**src/rtl/ocp_pkg.sv**
```systemverilog
package ocp_pkg;
  typedef enum logic [1:0] {
    RESP_LIMIT  = 2'b00,
    RESP_LATCH  = 2'b01,
    RESP_REPORT = 2'b10,
    RESP_OFF    = 2'b11
  } oc_resp_e;

  // warning pin source selection (active-high result)
  function automatic logic warn_route(input logic [1:0] sel, input logic ot, input logic oc_any);
    case (sel)
      2'b00:   warn_route = ot | oc_any;
      2'b01:   warn_route = ot;
      default: warn_route = oc_any;
    endcase
  endfunction
endpackage

```
**src/rtl/ocp_phase_lim.sv**
```systemverilog
module ocp_phase_lim #(
  parameter int TOFF_CYC = 16,
  localparam int CW = (TOFF_CYC < 2) ? 1 : $clog2(TOFF_CYC)
) (
  input  logic clk,
  input  logic rst_n,
  input  logic lim_en,
  input  logic toff_en,
  input  logic oc,
  input  logic pwm_start,
  output logic lim
);
  localparam logic [CW-1:0] RELOAD = CW'(TOFF_CYC - 1);

  logic [CW-1:0] cnt;

  always_ff @(posedge clk or negedge rst_n) begin
    if (!rst_n) begin
      lim <= 1'b0;
      cnt <= '0;
    end else if (!lim_en) begin
      lim <= 1'b0;
      cnt <= '0;
    end else if (oc) begin
      lim <= 1'b1;
      cnt <= RELOAD;
    end else if (lim) begin
      if (toff_en) begin
        if (cnt == '0) lim <= 1'b0;
        else           cnt <= cnt - 1'b1;
      end else if (pwm_start) begin
        lim <= 1'b0;
      end
    end
  end
endmodule

```
**src/rtl/ocp_status.sv**
```systemverilog
module ocp_status #(
  parameter int N_PH = 3
) (
  input  logic            clk,
  input  logic            rst_n,
  input  logic [N_PH-1:0] oc_eff,
  input  logic            ot_warn,
  input  logic [1:0]      warn_sel,
  input  logic            fault_clr,
  output logic [N_PH-1:0] oc_status,
  output logic            ot_status,
  output logic            warn_n
);
  import ocp_pkg::*;

  always_ff @(posedge clk or negedge rst_n) begin
    if (!rst_n) begin
      oc_status <= '0;
      ot_status <= 1'b0;
      warn_n    <= 1'b1;
    end else begin
      warn_n <= ~warn_route(warn_sel, ot_warn, |oc_eff);
      if (fault_clr) begin
        oc_status <= '0;
        ot_status <= 1'b0;
      end else begin
        oc_status <= oc_status | oc_eff;
        ot_status <= ot_status | ot_warn;
      end
    end
  end
endmodule

```
**src/rtl/ocp_ctrl.sv**
```systemverilog
module ocp_ctrl #(
  parameter int N_PH     = 3,
  parameter int TOFF_CYC = 16
) (
  input  logic            clk,
  input  logic            rst_n,
  input  logic [N_PH-1:0] oc_det,
  input  logic            ot_warn,
  input  logic            pwm_start,
  input  logic [1:0]      oc_mode,
  input  logic            toff_en,
  input  logic [1:0]      warn_sel,
  input  logic            fault_clr,
  output logic [N_PH-1:0] gate_off,
  output logic            shutdown,
  output logic [N_PH-1:0] oc_status,
  output logic            ot_status,
  output logic            warn_n
);
  import ocp_pkg::*;

  oc_resp_e        resp;
  logic [N_PH-1:0] oc_eff;
  logic [N_PH-1:0] lim_vec;
  logic            lim_en;
  logic            trip_evt;

  assign resp     = oc_resp_e'(oc_mode);
  assign oc_eff   = (resp == RESP_OFF) ? '0 : oc_det;
  assign lim_en   = (resp == RESP_LIMIT);
  assign trip_evt = (resp == RESP_LATCH) && (|oc_eff);

  for (genvar g = 0; g < N_PH; g++) begin : g_ph
    ocp_phase_lim #(.TOFF_CYC(TOFF_CYC)) u_lim (
      .clk       (clk),
      .rst_n     (rst_n),
      .lim_en    (lim_en),
      .toff_en   (toff_en),
      .oc        (oc_eff[g]),
      .pwm_start (pwm_start),
      .lim       (lim_vec[g])
    );
  end

  always_ff @(posedge clk or negedge rst_n) begin
    if (!rst_n)         shutdown <= 1'b0;
    else if (fault_clr) shutdown <= 1'b0;
    else if (trip_evt)  shutdown <= 1'b1;
  end

  assign gate_off = lim_vec | {N_PH{shutdown}};

  ocp_status #(.N_PH(N_PH)) u_stat (
    .clk       (clk),
    .rst_n     (rst_n),
    .oc_eff    (oc_eff),
    .ot_warn   (ot_warn),
    .warn_sel  (warn_sel),
    .fault_clr (fault_clr),
    .oc_status (oc_status),
    .ot_status (ot_status),
    .warn_n    (warn_n)
  );
endmodule

```
**config.mk**
```make
export PLATFORM = sky130hd
export DESIGN_NAME = ocp_ctrl
export DESIGN_NICKNAME = d
export VERILOG_FILES = /design/src/rtl/ocp_pkg.sv /design/src/rtl/ocp_phase_lim.sv /design/src/rtl/ocp_status.sv /design/src/rtl/ocp_ctrl.sv
export SDC_FILE = /design/constraint.sdc
export NUM_CORES = 1
export LEC_CHECK = 0
export CELL_PAD_IN_SITES_DETAIL_PLACEMENT = 0
export CELL_PAD_IN_SITES_GLOBAL_PLACEMENT = 2
export CORE_UTILIZATION = 34
export DETAILED_ROUTE_END_ITERATION = 8
export DONT_BUFFER_PORTS = 1
export PLACE_DENSITY = 0.83
export SLEW_MARGIN = 20
export SYNTH_ARGS = -nofsm -noshare
export SYNTH_HDL_FRONTEND = slang
export SYNTH_HIERARCHICAL = 1
export SYNTH_SLANG_ARGS = --single-unit
```
**constraint.sdc**
```tcl
create_clock -name clk -period 1.24 [get_ports clk]
set_input_delay 0.372 -clock clk [delete_from_list [all_inputs] [get_ports clk]]
set_output_delay 0.372 -clock clk [all_outputs]
set_load 0.005 [all_outputs]
```
==> Yosys cells after proc, flatten, opt, wreduce, memory -nomap -nowiden <==
Cells that the tools add are included.
{ "totals": {"word_cells": 78, "regBits": 21, "inputBits": 13, "out_inout_bits": 9} }
{ "classes": {"n_eq_ne": 12, "reduce_logical": 11, "muxes": 37, "bitwise": 5, "n_addsub": 3} }
{ "op_table": {"columns": ["cell", "count"], "rows": [
  ["4-bit two-way mux", 15],
  ["3-bit by 2-bit inequality test with 1-bit output (second input constant)", 7],
  ["1-bit two-way mux", 19],
  ["4-bit logical NOT", 3],
  ["4-bit by 1-bit subtractor with 4-bit output (second input constant)", 3],
  ["3-bit AND reduction", 3],
  ["3-bit two-way mux", 2],
  ["3-bit by 1-bit inequality test with 1-bit output (second input constant)", 2],
  ["3-bit OR", 2],
  ["2-bit by 1-bit equality test with 1-bit output (second input constant)", 2],
  ["2-bit logical NOT", 2],
  ["3-bit OR reduction", 1],
  ["2-bit equality test (second input constant)", 1],
  ["1-bit OR", 2],
  ["1-bit one-hot mux with 2 select lines", 1],
  ["2-bit nonzero test", 1],
  ["1-bit logical AND", 1],
  ["1-bit inverter", 1]
]} }

==> Logic depth before layout (Yosys ltp) <==
Gate-level depths: netlist of the first run.
{ "logic_depth": {"word_depth": 6, "depth_mapped": 5, "ltp_nobuf": 5} }

==> Modules after synthesis <==
The synthesis of the first run kept the hierarchy.
{ "modules_own_cells": {"columns": ["module", "area_each_um2", "cells_per_inst", "seq_area_each_um2", "n_inst"], "rows": [
  ["ocp_phase_lim", 287.8, 29, 125.1, 3],
  ["ocp_status", 191.4, 17, 126.4, 1],
  ["ocp_ctrl", 93.8, 13, 25.0, 1]
]} }

==> Worst setup path before layout of the first run <==
OpenSTA, ideal clock, no wires.
{ "synth_timing": {"path_type": "input to register", "from": "in oc_mode[0]", "to": "reg g_ph[0].u_lim.lim", "t_arrival_ns": 1.301, "path_slack_ns": -0.129, "setup_ns": 0.068, "cell_stages": 4, "t_required_ns": 1.172, "n_path_buf": 0, "path_cell_list": "nor2_1 -> nand2_1 -> a21oi_1 -> a22o_1"} }
{ "synth_between": {"elab_chain_cells": 4, "elab_cells_between_ends": 5, "classes_between": "eq/ne (1); mux (3); reduce/logical (1)"} }
{ "synth_rtl": {"columns": ["element", "line_no", "text"], "rows": [
  ["from (decl)", "ocp_ctrl.sv:10", "input logic [1:0] oc_mode,"],
  ["2-bit equality test", "ocp_ctrl.sv:29", "assign oc_eff = (resp == RESP_OFF) ? '0 : oc_det;"],
  ["3-bit two-way mux", "ocp_ctrl.sv:29", null],
  ["1-bit two-way mux", "ocp_phase_lim.sv:24", "end else if (oc) begin"],
  ["1-bit two-way mux *", "ocp_phase_lim.sv:21", "end else if (!lim_en) begin"],
  ["to (signal assigned)", "ocp_phase_lim.sv:22", "lim <= 1'b0;"],
  ["to (signal assigned)", "ocp_phase_lim.sv:25", "lim <= 1'b1;"],
  ["to (signal assigned)", "ocp_phase_lim.sv:29", "if (cnt == '0) lim <= 1'b0;"],
  ["to (decl)", "ocp_phase_lim.sv:11", "output logic lim"]
]} }
Every way passes the cells marked *; elsewhere a longest branch is shown, timed or not.
A chain may end at the register's enable or synchronous reset.

==> Final worst setup path of the first run <==
{ "layout_timing": {"from": "reg shutdown", "to": "out gate_off[2]"} }
{ "layout_between": {"elab_chain_cells": 1} }
{ "layout_rtl": {"columns": ["element", "line_no", "text"], "rows": [
  ["from (decl)", "ocp_ctrl.sv:15", "output logic shutdown,"],
  ["from (signal assigned)", "ocp_ctrl.sv:46", "if (!rst_n) shutdown <= 1'b0;"],
  ["from (signal assigned)", "ocp_ctrl.sv:47", "else if (fault_clr) shutdown <= 1'b0;"],
  ["from (signal assigned)", "ocp_ctrl.sv:48", "else if (trip_evt) shutdown <= 1'b1;"],
  ["3-bit OR", "ocp_ctrl.sv:51", "assign gate_off = lim_vec | {N_PH{shutdown}};"],
  ["to (decl)", "ocp_ctrl.sv:14", "output logic [N_PH-1:0] gate_off,"]
]} }
Every way passes these cells.

==> impl_metrics.py, run 1 <==
metrics = {
    "power": {
        "peakVddDrop_uv": 498,
        "seqPwrFrac_pct": 55.7,
        "p_switching_mw": 0.373,
        "power.internal_mw": 1.00,
        "power_frac_clock_pct": 23.8,
        "p_leak_nw": 0.626,
        "p_comb_share_pct": 20.5,
        "swShare_pct": 27.2,
        "power.density_nw_per_um2": 942,
        "power_mw": 1.37,
    },
    "setup_path": {
        "crit_slowest_cell": "dfrtp_2",
        "cp_max_fo": 5,
        "critPathTopFamily": "flip-flops",
        "crit_buf_inv": 0,
        "critical_path.cell_chain": "or2_4",
        "path_depth": 1,
        "rr_startpoint": "g_ph[1].u_lim/cnt[0]$_DFFE_PN0P_",
        "r2r_end": "g_ph[1].u_lim/cnt[1]$_DFFE_PN0P_",
        "cp_data_required_time_ns": 0.87,
        "r2r_cells": 5,
        "worstPathArrival_ns": 1.02,
        "cp-end-kind": "output port",
        "rrSetupSlack_ns": -0.14,
        "start_kind": "register",
        "critPathKind": "register to output port",
        "slowest_delay_ns": 0.47,
        "crit_end": "gate_off[2]",
        "setup.worst_path.start": "shutdown$_DFFE_PN0P_",
    },
    "yosys": {
        "synth-edff-count": 0,
        "synth_fp_nets": 133,
        "syn-cell-area_um2": 1150,
        "ys_warn_count": 6,
        "synth_cell_type_count": 23,
        "ys_ff_latch": 21,
        "seq_area_frac_synth_pct": 45.9,
        "synth_top_flop_cell": "dfrtp_1",
        "async_reset_ff_share_pct": 100,
        "syn_avg_cell_area_um2": 9.82,
        "synth_cells": 117,
    },
    "timing": {
        "fmax_mhz": 718,
        "finalCritPeriodShare_pct": 112,
        "finalSetupViolCount": 18,
        "setup_ws_ns": -0.152,
        "skew_ns": 0.000931,
        "fin_crit_ns": 1.39,
        "slew-limit-headroom_pct": 36.8,
        "rsz0062_at_grt": "yes",
        "worst_pin_slew_ns": 0.949,
        "finalSetupTns_ns": -1.66,
        "hold_viol": 0,
        "finalMaxSlewViolations": 0,
    },
    "placement": {
        "place.gp.congestion": 0.725,
        "dp.cells": 167,
        "portBuffers": 0,
        "hpwlAfterDp_um": 1770,
    },
    "cells_and_area": {
        "area_growth_pct": 26.9,
        "final_layout_size_suffix_gt1_share_pct": 34.6,
        "diodes": 0,
        "nNetsFinal": 150,
        "fin_cells": 177,
    },
    "status": {
        "status": "finished, violations left",
        "violations": "negative setup slack",
    },
    "job": {
        "maxCapViolations": 0,
    },
    "clock_tree": {
        "cts_buffers": 3,
        "htreeDepth": 1,
        "clock-sinks": 21,
        "clock_latency_ns": 0.30,
        "cts_root_buffer": "clkbuf_4",
        "clockBufferDepth": 2,
        "cts_tree": "done",
        "clk_pin_slew_worst_paths_ns": 0.11,
    },
    "route": {
        "drt_iter0_drc": 35,
        "vias": 944,
        "drt_wl_total_um": 2590,
        "drc_errors": 0,
        "vias_per_cell": 5.33,
        "wl_per_cell_um": 14.6,
        "final_antenna_net_count": 0,
        "drt-pass1-iter-count": 4,
    },
    "floorplanning": {
        "die_h_um": 60.1,
        "dieArea_um2": 3610,
        "ioPinCount": 22,
        "die_w_um": 60.1,
        "core_area_um2": 3130,
        "rows": 20,
        "start_util_pct": 36.7,
    },
    "global_routing": {
        "grt_use_total_pct": 16.6,
        "use_met1_pct": 21.3,
        "met2_usage_pct": 28.1,
        "grt_pass1_wl_um": 4470,
        "grt_max_degree": 22,
        "grt_overflow_total": 0,
        "busiest_layer": "met2",
        "grt_use_met3_pct": 2.60,
        "grt_pass1_vias": 1009,
        "antenna_found_initial": 0,
    },
    "hold_path": {
        "hp-class": "input port to register",
    },
}
==> how the worst min path moves through the flow <==
| stage | start | to | cells past startpoint |
|---|---|---|---|
| CTS | ot_warn | u_stat/warn_n$_DFF_PN1_ | 1 |
| finish | ot_warn | u_stat/warn_n$_DFF_PN1_ | 1 |
| global placement | rst_n | g_ph[1].u_lim/cnt[1]$_DFFE_PN0P_ | 0 |
| detailed placement | rst_n | g_ph[1].u_lim/cnt[1]$_DFFE_PN0P_ | 0 |
| floorplan | rst_n | g_ph[0].u_lim/cnt[0]$_DFFE_PN0P_ | 0 |
| global route | ot_warn | u_stat/warn_n$_DFF_PN1_ | 1 |
==> final cells by class <==
type	instances	area (um2)
clock buffers	4	26.3
fillers	308	1670
inverters	11	41.3
multi-input cells	85	694
flip-flops and latches	21	529
well taps	44	55.1
repair buffers	12	111
==> power groups by stage <==
stage / registers [mW] / clock network [mW] / logic, mW
3_3_place_gp: 0.772 / 0 / 0.212
6_report: 0.764 / 0.327 / 0.282
4_1_cts: 0.762 / 0.340 / 0.263
5_1_grt: 0.770 / 0.362 / 0.316
2_1_floorplan: 0.766 / 0 / 0.164
3_5_place_dp: 0.772 / 0 / 0.219
==> Yosys cell counts, types with 4 or more instances <==
cell type  instances  area [um2]
o21a_1            12        90.1
inv_1             11        41.3
dfrtp_1           20         500
o31a_1             9        78.8
nor2b_1            4        25.0
nor3_1             7        35.0
nand2_1           10        37.5
nor2_1             9        33.8
==> cell usage in the layout, fill, tap and decap left out, types with 4 or more instances in the layout <==
cell | Yosys | layout
nor2b_1 | 4 | 4
o31a_1 | 9 | 9
nor3_2 | 1 | 4
nand2_1 | 10 | 10
inv_2 | 0 | 6
nor3_1 | 7 | 4
o21a_1 | 12 | 12
dfrtp_1 | 20 | 18
nor2_1 | 9 | 8
inv_1 | 11 | 5
buf_4 | 0 | 9
==> per-layer routing <==
metal / up-vias / wire (um)
li1: 450 / -
met1: 466 / 1170
met2: 24 / 1270
met3: 4 / 118
met4: 0 / 27
met5: - / 0
==> per-stage QoR <==
| stage | worst slack [ns] | util [%] | hold WS, ns | instance area, um2 |
|---|---|---|---|---|
| final | -0.152 | 46.6 | 0.0909 | 1460 |
| after detailed placement | -0.140 | 41.2 | 0.0768 | 1290 |
| after global placement | -0.109 | 41.2 | 0.0768 | 1290 |
| after CTS | -0.174 | 44.9 | 0.0790 | 1400 |
| after global routing | -0.203 | 46.6 | 0.0744 | 1460 |
| after floorplan | -0.0238 | - | 0.0764 | 1180 |
==> cell families after synthesis <==
family | count (synthesis) | share of synthesized area (%)
fa+ha+maj | 3 | 3.27
compound gates | 29 | 20.2
simple gates | 50 | 24.2
flops | 21 | 45.9
buf+inv | 11 | 3.59
mux | 3 | 2.94
==> timing repair <==
item,CTS,global route
pin swaps,11,0
hold endpoints to repair,21,0
setup endpoints to repair,18,40
resized for setup,14,12
hold buffers,1,0
setup buffers,4,1
==> state kept, by name, summed over array words and instances, names as in the netlist <==
name              count
g_ph.u_lim/cnt       12
g_ph.u_lim/lim        3
shutdown              1
u_stat/oc_status      3
u_stat/ot_status      1
u_stat/warn_n         1
(Power assumes the default switching activity.)
==> run 2, diff against run 1 <==
--- a/config.mk
+++ b/config.mk
@@ -7,10 +7,11 @@
 export LEC_CHECK = 0
 export CELL_PAD_IN_SITES_DETAIL_PLACEMENT = 0
 export CELL_PAD_IN_SITES_GLOBAL_PLACEMENT = 2
-export CORE_UTILIZATION = 34
+export CORE_UTILIZATION = 36
+export CTS_BUF_LIST = sky130_fd_sc_hd__clkbuf_8
 export DETAILED_ROUTE_END_ITERATION = 8
 export DONT_BUFFER_PORTS = 1
-export PLACE_DENSITY = 0.83
+export PLACE_DENSITY = 0.86
 export SLEW_MARGIN = 20
 export SYNTH_ARGS = -nofsm -noshare
 export SYNTH_HDL_FRONTEND = slang
==> impl_metrics.py, run 2 (synthesis gave the netlist of run 1 again) <==
metrics = {
    "timing": {
        "fmax_mhz": 748,
        "fin_crit_ns": 1.34,
        "finalMaxSlewViolations": 0,
        "setup_ws_ns": -0.0962,
        "rsz0062_at_grt": "yes",
        "finalSetupViolCount": 18,
        "skew_ns": 0.00230,
        "finalCritPeriodShare_pct": 108,
        "hold_viol": 0,
        "hold_ws_ns": 0.143,
        "worst_pin_slew_ns": 0.324,
        "slew-limit-headroom_pct": 78.4,
    },
    "setup_path": {
        "r2r_cells": 5,
        "slowest_delay_ns": 0.46,
        "critical_path.cell_chain": "or2_4",
        "rr_startpoint": "g_ph[2].u_lim/cnt[1]$_DFFE_PN0P_",
        "critPathKind": "register to output port",
        "cp_max_fo": 5,
        "worstPathArrival_ns": 0.96,
        "cp_data_required_time_ns": 0.87,
        "rrSetupSlack_ns": -0.09,
        "crit_buf_inv": 0,
        "start_kind": "register",
        "setup.worst_path.start": "shutdown$_DFFE_PN0P_",
        "critPathTopFamily": "flip-flops",
        "r2r_end": "g_ph[2].u_lim/cnt[1]$_DFFE_PN0P_",
        "crit_slowest_cell": "dfrtp_2",
        "cp-end-kind": "output port",
    },
    "cells_and_area": {
        "final_cell_mix": "19 x dfrtp_1, 12 x o21a_1, 11 x buf_4, 10 x nand2_1, 9 x o31a_1",
        "final_layout_size_suffix_gt1_share_pct": 34.8,
        "top_register": "g_ph.u_lim/cnt",
        "area_growth_pct": 30.3,
        "largest_reg_flops": 12,
        "diodes": 0,
        "final_common_cell": "dfrtp_1",
        "reg_top3": "g_ph.u_lim/cnt (12), g_ph.u_lim/lim (3), u_stat/oc_status (3)",
        "nNetsFinal": 152,
    },
    "route": {
        "vias": 943,
        "drt-pass1-iter-count": 4,
        "final_antenna_net_count": 0,
        "drt_iter0_drc": 44,
        "drc_errors": 0,
        "vias_per_cell": 5.27,
        "wl_per_cell_um": 14.1,
        "drt_wl_total_um": 2530,
    },
    "global_routing": {
        "grt_overflow_total": 0,
        "antenna_found_initial": 0,
        "grt_max_degree": 22,
        "grt_pass1_vias": 959,
        "grt_pass1_wl_um": 4240,
        "grt_use_total_pct": 16.3,
    },
    "floorplanning": {
        "core_area_um2": 3030,
        "rows": 20,
        "die_w_um": 58.5,
        "die_h_um": 58.5,
        "start_util_pct": 37.9,
        "ioPinCount": 22,
        "dieArea_um2": 3420,
    },
    "placement": {
        "portBuffers": 0,
        "hpwlAfterDp_um": 1770,
        "place.gp.congestion": 0.814,
    },
    "clock_tree": {
        "htreeDepth": 1,
        "clk_pin_slew_worst_paths_ns": 0.07,
        "clockBufferDepth": 2,
        "clock_latency_ns": 0.26,
        "cts_buffers": 3,
        "cts_tree": "done",
        "clock-sinks": 21,
        "cts_root_buffer": "clkbuf_8",
    },
    "power": {
        "power.density_nw_per_um2": 998,
        "power_mw": 1.49,
        "p_leak_nw": 0.647,
        "peakVddDrop_uv": 657,
    },
    "hold_path": {
        "worstHoldEndpoint": "u_stat/warn_n$_DFF_PN1_",
        "hold_path.startpoint": "ot_warn",
        "min_path_cells": 1,
        "hp-class": "input port to register",
    },
    "job": {
        "maxCapViolations": 0,
    },
    "status": {
        "violations": "negative setup slack",
        "status": "finished, violations left",
    },
}
==> run 2: stage by stage <==
step | setup TNS, ns | cell area (um2) | setup slack, ns | utilization [%] | cells
final | -1.14 | 1500 | -0.0962 | 49.4 | 179
after global routing | -2.15 | 1500 | -0.163 | 49.4 | 179
after CTS | -1.17 | 1430 | -0.113 | 47.1 | 174
after detailed placement | -1.08 | 1300 | -0.109 | 42.9 | 168
after global placement | -0.614 | 1300 | -0.0827 | 42.9 | 168
after floorplan | -0.191 | 1180 | -0.0238 | - | 117
==> run 2: layout make-up <==
class | instances | area (um2)
Fill cell | 282 | 1530
Multi-Input combinational cell | 85 | 693
Sequential cell | 21 | 528
Timing Repair Buffer | 14 | 133
Tap cell | 44 | 55.1
Clock buffer | 3 | 41.3
Inverter | 11 | 41.3
Clock inverter | 1 | 5.00
==> run 2: worst max-delay path by stage <==
stage	endpoint	slack [ns]	cells after the start
2_1_floorplan	g_ph[0].u_lim/cnt[3]$_DFFE_PN0P_	-0.02	3
3_3_place_gp	g_ph[0].u_lim/cnt[1]$_DFFE_PN0P_	-0.08	5
3_5_place_dp	g_ph[1].u_lim/cnt[1]$_DFFE_PN0P_	-0.11	5
4_1_cts	gate_off[2]	-0.11	1
5_1_grt	g_ph[2].u_lim/lim$_DFF_PN0_	-0.16	5
6_report	gate_off[2]	-0.1	1
==> run 2: routing by layer <==
metal,part of all wire [%],GRT usage [%],up-vias
met4,0.63,6.12,0
met3,4.3,2.86,2
met5,0,0,-
met2,50,28.6,22
met1,45,20.0,464
li1,-,-,455
==> run 2: repair_timing <==
item | in CTS | in global routing
pin swaps | 10 | 5
hold endpoints to repair | 21 | 21
buffers inserted | 2 | 3
endpoints found under the setup margin | 18 | 18
resized for setup | 19 | 4
==> run 2: report_power, final <==
group / switching, mW / internal (mW) / leakage [nW]
sequential: 0.0379 / 0.724 / 0.276
clock: 0.220 / 0.223 / 0.0255
combinational: 0.133 / 0.156 / 0.346
==> run 3, diff against run 2 <==
==> constraint.sdc (replaced) <==
create_clock -name clk -period 1.24 [get_ports clk]
set_input_delay 0.062 -clock clk [delete_from_list [all_inputs] [get_ports clk]]
set_output_delay 0.062 -clock clk [all_outputs]
set_load 0.005 [all_outputs]
==> impl_metrics.py, run 3 (synthesis gave the netlist of run 1 again) <==
metrics = {
    "timing": {
        "finalCritPeriodShare_pct": 112,
        "finalMaxSlewViolations": 0,
        "fin_crit_ns": 1.38,
        "worst_pin_slew_ns": 0.955,
        "hold_viol": 0,
        "fmax_mhz": 722,
        "finalSetupTns_ns": -1.20,
        "finalSetupViolCount": 15,
        "slew-limit-headroom_pct": 36.1,
        "skew_ns": 0.00164,
        "rsz0062_at_grt": "yes",
        "setup_ws_ns": -0.145,
    },
    "global_routing": {
        "grt_max_degree": 22,
        "grt_overflow_total": 0,
        "grt_pass1_wl_um": 4260,
        "grt_use_total_pct": 16.6,
        "grt_pass1_vias": 1010,
        "antenna_found_initial": 0,
    },
    "cells_and_area": {
        "top_register": "g_ph.u_lim/cnt",
        "nNetsFinal": 161,
        "final_cell_mix": "20 x dfrtp_1, 12 x o21a_1, 12 x buf_4, 10 x nand2_1, 10 x dlygate4sd3_1",
        "final_common_cell": "dfrtp_1",
        "fill_cells": 284,
        "area_growth_pct": 34.7,
        "largest_reg_flops": 12,
        "diodes": 0,
        "final_cell_area_um2": 1550,
        "reg_top3": "g_ph.u_lim/cnt (12), g_ph.u_lim/lim (3), u_stat/oc_status (3)",
        "final_layout_size_suffix_gt1_share_pct": 29.9,
    },
    "setup_path": {
        "setup.worst_path.start": "g_ph[0].u_lim/cnt[0]$_DFFE_PN0P_",
        "start_kind": "register",
        "cp_data_required_time_ns": 1.39,
        "rr_startpoint": "g_ph[0].u_lim/cnt[0]$_DFFE_PN0P_",
        "cp-end-kind": "register",
        "worstPathArrival_ns": 1.53,
        "cp_max_fo": 3,
        "critPathKind": "register to register",
    },
    "placement": {
        "hpwlAfterDp_um": 1770,
        "place.gp.congestion": 0.800,
        "portBuffers": 0,
        "place_area_um2": 1280,
    },
    "power": {
        "p_leak_nw": 0.681,
        "peakVddDrop_uv": 558,
        "power_mw": 1.50,
        "power.density_nw_per_um2": 968,
    },
    "status": {
        "status": "finished, violations left",
        "violations": "negative setup slack",
    },
    "job": {
        "maxCapViolations": 0,
    },
    "route": {
        "drt_iter0_drc": 18,
        "wl_per_cell_um": 14.1,
        "final_antenna_net_count": 0,
        "drt-pass1-iter-count": 4,
        "drt_wl_total_um": 2650,
        "vias": 955,
        "vias_per_cell": 5.08,
        "drc_errors": 0,
    },
    "clock_tree": {
        "clock_latency_ns": 0.25,
        "clockBufferDepth": 2,
        "cts_root_buffer": "clkbuf_8",
        "cts_buffers": 3,
        "clock-sinks": 21,
        "clk_pin_slew_worst_paths_ns": 0.07,
        "cts_tree": "done",
        "htreeDepth": 1,
    },
    "floorplanning": {
        "die_h_um": 58.5,
        "start_util_pct": 37.9,
        "core_area_um2": 3030,
        "ioPinCount": 22,
        "die_w_um": 58.5,
        "dieArea_um2": 3420,
        "rows": 20,
    },
    "hold_path": {
        "hp-class": "input port to register",
        "hold_path.startpoint": "oc_mode[0]",
    },
}
## run 3: layer usage
layer,GRT usage (%),vias to the layer above,part of all wire (%)
li1,-,470,-
met1,20.1,464,45
met2,29.6,19,51
met3,2.64,2,3.7
met4,6.12,0,0.57
met5,0,-,0
## run 3: worst paths after layout
| check | cells past startpoint | end | slack [ns] |
|---|---|---|---|
| worst max-delay path | 6 | g_ph[0].u_lim/cnt[2]$_DFFE_PN0P_ | -0.14 |
| worst min-delay path | 2 | shutdown$_DFFE_PN0P_ | 0.04 |
| worst max register to register | 6 | g_ph[0].u_lim/cnt[2]$_DFFE_PN0P_ | -0.14 |
| worst min register to register | 2 | u_stat/oc_status[1]$_DFF_PN0_ | 0.53 |
| max in group asynchronous | 1 | g_ph[0].u_lim/cnt[2]$_DFFE_PN0P_ | 0.26 |
| min in group asynchronous | 1 | g_ph[1].u_lim/cnt[1]$_DFFE_PN0P_ | 0.40 |
## run 3: metrics by stage
stage	utilization [%]	cells	hold WS [ns]	setup slack (ns)
6_report	51.1	188	0.0370	-0.145
5_1_grt	51.1	188	0.0339	-0.201
4_1_cts	47.3	183	0.00108	-0.118
3_5_place_dp	42.4	168	-0.233	-0.109
3_3_place_gp	42.4	168	-0.233	-0.0941
2_1_floorplan	-	117	-0.234	-0.0238
## run 3: layout make-up
| class | count | area [um2] | area share (%) |
|---|---|---|---|
| Multi-Input combinational cell | 85 | 678 | 43.8 |
| Sequential cell | 21 | 527 | 34.0 |
| Timing Repair Buffer | 23 | 201 | 13.0 |
| Tap cell | 44 | 55.1 | 3.56 |
| Clock buffer | 3 | 41.3 | 2.67 |
| Inverter | 11 | 41.3 | 2.67 |
| Clock inverter | 1 | 3.75 | 0.243 |
## run 3: power by group
group / switching, mW / total [mW] / leakage, nW / internal, mW
sequential: 0.0384 / 0.762 / 0.277 / 0.724
clock: 0.214 / 0.434 / 0.0269 / 0.220
combinational: 0.139 / 0.301 / 0.377 / 0.163
## run 3: what timing repair did
| item | CTS | global route |
|---|---|---|
| endpoints found under the hold margin | 28 | 2 |
| resized for setup | 0 | 18 |
| pin swaps | 5 | 7 |
| hold buffers | 9 | 1 |
| endpoints found under the setup margin | 15 | 15 |
| setup buffers | 2 | 4 |
## run 3: critical path, stage by stage (launching register included)
cell,delay [ns]
dfrtp_1,0.40
inv_1,0.07
ha_2,0.16
buf_4,0.11
nand3_2,0.07
mux2_4,0.30
o21a_1,0.17
